===== src/rtl/clk_src_pkg.sv =====
package clk_src_pkg;

  typedef enum logic [1:0] {
    SRC_INT  = 2'b00,
    SRC_MAIN = 2'b01,
    SRC_SUB  = 2'b10
  } src_e;

  localparam logic [2:0] ADR_MODE = 3'd0;
  localparam logic [2:0] ADR_STOP = 3'd1;
  localparam logic [2:0] ADR_THR  = 3'd2;
  localparam logic [2:0] ADR_STAT = 3'd3;
  localparam logic [2:0] ADR_SEL  = 3'd4;

  // a pair {ext, osc} names a usable source when osc is set
  function automatic logic pair_valid(input logic [1:0] p);
    return p[0];
  endfunction

  function automatic logic pair_is_ext(input logic [1:0] p);
    return p == 2'b11;
  endfunction

  // sub wins over main, main wins over the internal oscillator
  function automatic src_e pick_src(input logic main_sel, input logic sub_sel);
    if (sub_sel)       return SRC_SUB;
    else if (main_sel) return SRC_MAIN;
    else               return SRC_INT;
  endfunction

endpackage


===== src/rtl/clk_stab_counter.sv =====
module clk_stab_counter #(
  parameter int STAT_W   = 8,
  parameter int CNT_LOG2 = 4,
  parameter int LVL_W    = 4
) (
  input  logic              clk,
  input  logic              rst_n,
  input  logic              en,
  input  logic              tick,
  input  logic              is_ext,
  input  logic [LVL_W-1:0]  thr,
  output logic [STAT_W-1:0] therm,
  output logic              ready
);

  logic [CNT_LOG2-1:0] cnt_q;
  logic [STAT_W-1:0]   therm_q;
  logic [LVL_W-1:0]    level;

  function automatic logic [LVL_W-1:0] therm_level(input logic [STAT_W-1:0] t);
    logic [LVL_W-1:0] n;
    n = '0;
    for (int i = 0; i < STAT_W; i++) n = n + LVL_W'(t[i]);
    return n;
  endfunction

  always_ff @(posedge clk) begin
    if (!rst_n || !en) begin
      cnt_q   <= '0;
      therm_q <= '0;
    end else if (tick) begin
      cnt_q <= cnt_q + 1'b1;
      if (&cnt_q) therm_q <= {therm_q[STAT_W-2:0], 1'b1};
    end
  end

  assign level = therm_level(therm_q);
  assign therm = therm_q;
  assign ready = en && (is_ext || (level >= thr));


  therm_shape_chk: assert property (@(posedge clk) disable iff (!rst_n)
    ((therm_q + 1'b1) & therm_q) == '0);


  therm_clear_chk: assert property (@(posedge clk) disable iff (!rst_n)
    !en |=> (therm_q == '0));

endmodule


===== src/rtl/clk_sel_arbiter.sv =====
module clk_sel_arbiter
  import clk_src_pkg::*;
(
  input  logic       clk,
  input  logic       rst_n,
  input  logic       wr_sel,
  input  logic       req_main,
  input  logic       req_sub,
  input  logic       rdy_main,
  input  logic       rdy_sub,
  output logic       main_sel,
  output logic       sub_sel,
  output logic       err,
  output logic [1:0] clk_sel,
  output logic       sel_update
);

  logic main_sel_q, sub_sel_q, err_q, upd_q;
  src_e cur_q;
  logic refuse_main, refuse_sub;

  assign refuse_main = wr_sel && req_main && !rdy_main;
  assign refuse_sub  = wr_sel && req_sub  && !rdy_sub;

  always_ff @(posedge clk) begin
    if (!rst_n) begin
      main_sel_q <= 1'b0;
      sub_sel_q  <= 1'b0;
      err_q      <= 1'b0;
      upd_q      <= 1'b0;
      cur_q      <= SRC_INT;
    end else begin
      upd_q <= wr_sel;
      if (wr_sel) begin
        main_sel_q <= req_main && rdy_main;
        sub_sel_q  <= req_sub && rdy_sub;
        err_q      <= refuse_main || refuse_sub;
      end
      if (upd_q) cur_q <= pick_src(main_sel_q, sub_sel_q);
    end
  end

  assign main_sel   = main_sel_q;
  assign sub_sel    = sub_sel_q;
  assign err        = err_q;
  assign clk_sel    = cur_q;
  assign sel_update = upd_q;


  refuse_main_chk: assert property (@(posedge clk) disable iff (!rst_n)
    refuse_main |=> (!main_sel_q && err_q));


  refuse_sub_chk: assert property (@(posedge clk) disable iff (!rst_n)
    refuse_sub |=> (!sub_sel_q && err_q));


  sel_only_on_strobe_chk: assert property (@(posedge clk) disable iff (!rst_n)
    !upd_q |=> $stable(cur_q));


  main_needs_ready_chk: assert property (@(posedge clk) disable iff (!rst_n)
    $rose(main_sel_q) |-> $past(rdy_main));

endmodule


===== src/rtl/clk_src_ctrl.sv =====
module clk_src_ctrl
  import clk_src_pkg::*;
#(
  parameter int STAT_W   = 8,
  parameter int CNT_LOG2 = 4,
  parameter int THR_RST  = 1
) (
  input  logic       clk,
  input  logic       rst_n,
  input  logic       wr_en,
  input  logic [2:0] addr,
  input  logic [7:0] wdata,
  output logic [7:0] rdata,
  input  logic       main_tick,
  input  logic       sub_tick,
  output logic       main_osc_en,
  output logic       sub_osc_en,
  output logic [1:0] clk_sel,
  output logic       sel_update
);

  localparam int LVL_W = $clog2(STAT_W + 1);

  logic [7:0]       mode_q;
  logic             mode_lock_q;
  logic             main_stop_q, sub_stop_q;
  logic [LVL_W-1:0] thr_q;
  logic             main_sel, sub_sel, sel_err;

  logic             wr_mode, wr_stop, wr_thr, wr_sel;
  logic [1:0]       main_pair, sub_pair;

  logic [1:0]       src_en, src_tick, src_ext, src_rdy;
  logic [STAT_W-1:0] src_therm [2];

  assign wr_mode = wr_en && (addr == ADR_MODE);
  assign wr_stop = wr_en && (addr == ADR_STOP);
  assign wr_thr  = wr_en && (addr == ADR_THR);
  assign wr_sel  = wr_en && (addr == ADR_SEL);

  assign main_pair = mode_q[1:0];
  assign sub_pair  = mode_q[5:4];

  always_ff @(posedge clk) begin
    if (!rst_n) begin
      mode_q      <= '0;
      mode_lock_q <= 1'b0;
      main_stop_q <= 1'b1;
      sub_stop_q  <= 1'b1;
      thr_q       <= LVL_W'(THR_RST);
    end else begin
      if (wr_mode && !mode_lock_q) begin
        mode_q      <= wdata;
        mode_lock_q <= 1'b1;
      end
      if (wr_stop) begin
        main_stop_q <= wdata[0] && !main_sel;
        sub_stop_q  <= wdata[1] && !sub_sel;
      end
      if (wr_thr) thr_q <= wdata[LVL_W-1:0];
    end
  end

  assign src_en   = {!sub_stop_q, !main_stop_q};
  assign src_tick = {sub_tick, main_tick};
  assign src_ext  = {pair_is_ext(sub_pair), pair_is_ext(main_pair)};

  for (genvar g = 0; g < 2; g++) begin : g_stab
    clk_stab_counter #(
      .STAT_W   (STAT_W),
      .CNT_LOG2 (CNT_LOG2),
      .LVL_W    (LVL_W)
    ) u_stab (
      .clk    (clk),
      .rst_n  (rst_n),
      .en     (src_en[g]),
      .tick   (src_tick[g]),
      .is_ext (src_ext[g]),
      .thr    (thr_q),
      .therm  (src_therm[g]),
      .ready  (src_rdy[g])
    );
  end

  clk_sel_arbiter u_arb (
    .clk        (clk),
    .rst_n      (rst_n),
    .wr_sel     (wr_sel),
    .req_main   (wdata[0]),
    .req_sub    (wdata[1]),
    .rdy_main   (src_rdy[0] && pair_valid(main_pair)),
    .rdy_sub    (src_rdy[1] && pair_valid(sub_pair)),
    .main_sel   (main_sel),
    .sub_sel    (sub_sel),
    .err        (sel_err),
    .clk_sel    (clk_sel),
    .sel_update (sel_update)
  );

  always_comb begin
    case (addr)
      ADR_MODE: rdata = mode_q;
      ADR_STOP: rdata = {6'b0, sub_stop_q, main_stop_q};
      ADR_THR:  rdata = 8'(thr_q);
      ADR_STAT: rdata = 8'(src_therm[0]);
      ADR_SEL:  rdata = {sel_err, 5'b0, sub_sel, main_sel};
      default:  rdata = 8'h00;
    endcase
  end

  assign main_osc_en = src_en[0];
  assign sub_osc_en  = src_en[1];


  mode_once_chk: assert property (@(posedge clk) disable iff (!rst_n)
    (wr_mode && mode_lock_q) |=> $stable(mode_q));


  main_stop_guard_chk: assert property (@(posedge clk) disable iff (!rst_n)
    main_sel |-> !main_stop_q);


  sub_stop_guard_chk: assert property (@(posedge clk) disable iff (!rst_n)
    sub_sel |-> !sub_stop_q);

endmodule


===== config.mk =====
export PLATFORM = sky130hd
export DESIGN_NAME = clk_src_ctrl
export DESIGN_NICKNAME = d
export VERILOG_FILES = /design/src/rtl/clk_src_pkg.sv /design/src/rtl/clk_stab_counter.sv /design/src/rtl/clk_sel_arbiter.sv /design/src/rtl/clk_src_ctrl.sv
export SDC_FILE = /design/constraint.sdc
export NUM_CORES = 1
export LEC_CHECK = 0
export BUFFER_PORTS_ARGS = -buffer_cell sky130_fd_sc_hd__buf_2
export CORE_MARGIN = 2
export CORE_UTILIZATION = 35
export DETAILED_ROUTE_END_ITERATION = 12
export GPL_TIMING_DRIVEN = 0
export SLEW_MARGIN = 20
export SYNTH_ARGS = -nofsm -noshare
export SYNTH_HDL_FRONTEND = slang
export SYNTH_SLANG_ARGS = --single-unit

===== constraint.sdc =====
create_clock -name clk -period 3.2 [get_ports clk]
set_input_delay 0.8 -clock clk [delete_from_list [all_inputs] [get_ports clk]]
set_output_delay 0.8 -clock clk [all_outputs]
set_load 0.02 [all_outputs]

==> summary.txt <==
Status
  – Status: complete, but fails checks
  – Failing checks: negative setup slack

STA
  – Final hold vios: 0
  – Final worst setup slack: -364 ps
  – RSZ-0062 raised after global routing: yes
  – Final slew viol count: 0
  – Fin crit period: about 3600 ps
  – FMAX: about 0.28 GHz
  – Worst Skew: ~12 ps
  – Final TNS setup: -874 ps
  – Worst Tran Pin Value: around 810 ps
  – Max_slew headroom: a little under half
  – Setup violations, final: 3
  – Final period util: 111%

Place
  – Hpwl dp: 3960 um
  – RePlAce Congestion: 0.776
  – Area after DPL: 0.00275 sq mm
  – Dpl cells: approximately 400
  – Buffers added on ports: 26

Worst hold path
  – WHS Path Cells: 2
  – Hold/Removal Path Class: register to register

Global routing
  – Vias in the first global route: between 1500 and 2000
  – Total gr overflow: 0
  – Initial antenna violation count: 0
  – Pin count of the biggest net entering global routing: 15
  – GRT Util Overall: ~15%
  – Global-route wire length before repair: slightly below 9000 um

Critical path
  – CP most frequent cell: fa_1
  – Critical Path Sink Type: register
  – CP max-delay cell: fa_1
  – Largest stage delay on the critical path: 490 ps
  – CP required: roughly 3400 ps
  – Crit path cell chain: ha_1, inv_1, fa_1, fa_1, inv_1, fa_2, inv_2, fa_1, xnor2_1, ha_1, nor4_1, a211o_1, and4bb_2, o21a_1
  – R2R depth: 14
  – CP arrival: roughly 3800 ps
  – Crit-path max FO: 2
  – Worst setup SP type: register
  – CP Class: register to register

Route
  – Vias: between 1500 and 2000
  – Antenna Nets Post-Route: 0
  – Wire per inst: 12.4 um
  – DRC: 0
  – Vias per cell: 4.68
  – DR pass1 iterations: 4
  – Total length of routed wires: around 5100 um
  – First DRT Iteration DRCs: just under 90

Flow run
  – Max Cap Viol: 0

Clock network
  – Root buffer cell: clkbuf_8
  – # clock sinks: 45
  – CTS clock-pin slew for the worst setup and hold paths: ~90 ps
  – Cts bufs inserted: 5
  – Clk buf depth: 2
  – H-tree depth: 2
  – # hold bufs at CTS: 0
  – Worst-Skew Late Latency: around 300 ps
  – CTS tree: done

Finish
  – Core Util, Final: 43.1%
  – Final net count: roughly 350
  – Share of post-route cells with drive strength above 1: a little under 20%
  – Layout Cells excl Fill: a little over 400
  – Fill count: 700
  – # diodes: 0
  – Layout area overhead: 18.0%
  – Cell area after layout: approximately 0.0029 sq mm

Synth
  – Syn_nets: 315
  – Syn Inst Count: 275
  – Ys async rst share: 0%
  – Top_reg_cell synth: dfxtp_1
  – Post-Syn Area per Cell: between 9 and 10 sq um
  – Number of synthesized flops with an enable pin: 0
  – Area of the mapped netlist: around 0.0025 sq mm
  – Largest area contributor in the netlist: dfxtp_1
  – Post-synthesis sequential area ratio: a little over a third
  – Number of synthesized register bits: 45
  – Yosys top cell area share: a little over a third
  – Distinct cells, synth: 37
  – Count leader, synth: dfxtp_1
  – Post-synth top cells: 45 x dfxtp_1, 37 x inv_1, 25 x mux2i_1, 22 x nand2_1, 18 x nor2_1
  – Yosys warns: 0
  – Area contributors post-synth: dfxtp_1 36%, mux2i_1 10%, ha_1 8.0%

Floorplan
  – Die height: 88.4 um
  – Width of the die: about 90 um
  – Total core area: approximately 0.007 sq mm
  – Initial Utilization: 36.5%
  – I/O Pins: 29
  – # rows: 30
  – Die Area: roughly 0.0078 sq mm

Power and ir drop
  – PwrDens: about 370 mW/mm^2
  – Final Power: about 1.1 mW
  – VDD IR-drop max: between 200 and 300 uV
  – LEAKAGE: ~1.2 nW
==> through the flow <==
stage	hold WS [ps]	worst slack [ps]
2_1_floorplan	442	-199
3_3_place_gp	457	-432
3_5_place_dp	467	-479
4_1_cts	480	-357
5_1_grt	498	-495
6_report	472	-364
==> registers in the layout (all words and copies together) (netlist names) <==
| signal | count |
|---|---|
| g_stab.u_stab.therm | 16 |
| u_arb.sub_sel | 1 |
| mode_q | 8 |
| u_arb.main_sel | 1 |
| mode_lock_q | 1 |
| u_arb.clk_sel | 2 |
| thr_q | 4 |
| main_stop_q | 1 |
| u_arb.err | 1 |
| g_stab.u_stab.cnt_q | 8 |
| u_arb.sel_update | 1 |
| sub_stop_q | 1 |
==> power breakdown <==
group / internal (mW) / switching (mW)
combinational: 0.0322 / 0.0435
sequential: 0.564 / 0.00457
clock: 0.254 / 0.196
==> what timing repair did <==
item	CTS	global route
cloned	0	0
resized for setup	10	4
pin swaps	7	5
buffers inserted	5	0
setup endpoints to repair	3	3
==> worst max-delay path: cells and delay by family, from the launching register on <==
| kind | cells | cell delay, ps |
|---|---|---|
| compound gates | 2 | 350 |
| fa+ha+maj | 6 | 2000 |
| buf+inv | 3 | 160 |
| flops | 1 | 350 |
| simple gates | 2 | 430 |
| xor+xnor | 1 | 180 |
==> logic make-up after synthesis <==
| group | count (synthesis) | synth area share [%] |
|---|---|---|
| AND/OR/NAND/NOR | 88 | 19.1 |
| buffers and inverters | 47 | 7.53 |
| flip-flops | 45 | 36.1 |
| AO/OA/AOI/OAI | 37 | 8.93 |
| multiplexers | 26 | 11.1 |
| adder cells (fa/ha/maj) | 24 | 14.5 |
| XOR/XNOR | 8 | 2.81 |
==> cell type report <==
cell class / instances / area, sq um / share of cell area [%]
Multi-Input combinational cell: 183 / 1440 / 48.9
Sequential cell: 45 / 908 / 30.9
Timing Repair Buffer: 31 / 168 / 5.70
Inverter: 37 / 139 / 4.72
Tap cell: 96 / 120 / 4.08
Clock buffer: 6 / 82.6 / 2.81
Buffer: 10 / 48.8 / 1.66
Clock inverter: 2 / 37.5 / 1.28
==> placed cells by master (no fill, tap or decap), types with 4 or more instances in the layout <==
master and n:
dfxtp_1 41, inv_1 32, buf_2 28, mux2i_1 25, nand2_1 22, nor2_1 18
nor2b_1 15, nand3_1 14, a21oi_1 14, ha_1 14, o21ai_0 7, clkbuf_1 6
clkbuf_8 6, inv_2 5, fa_1 5, buf_4 5, xnor2_1 4, xor2_1 4
==> worst paths after layout <==
| path | from | to | slack [ps] |
|---|---|---|---|
| hold reg to reg | g_stab[1].u_stab.therm[6]$_SDFFE_PP0P_ | g_stab[1].u_stab.therm[6]$_SDFFE_PP0P_ | 470 |
| hold / removal | g_stab[1].u_stab.therm[6]$_SDFFE_PP0P_ | g_stab[1].u_stab.therm[6]$_SDFFE_PP0P_ | 470 |
| setup / recovery | g_stab[0].u_stab.therm[1]$_SDFFE_PP0P_ | u_arb.main_sel$_SDFFE_PN0P_ | -360 |
| setup reg to reg | g_stab[0].u_stab.therm[1]$_SDFFE_PP0P_ | u_arb.main_sel$_SDFFE_PN0P_ | -360 |
==> per-layer routing <==
metal  up-vias  wire length [um]  track usage, %
met1       881              2470            18.9
met2        38              2310            24.6
met3         6               255            3.92
met5         -                 0               0
li1        992                 -               -
met4         0                55            3.31
(Power assumes the default switching activity.)
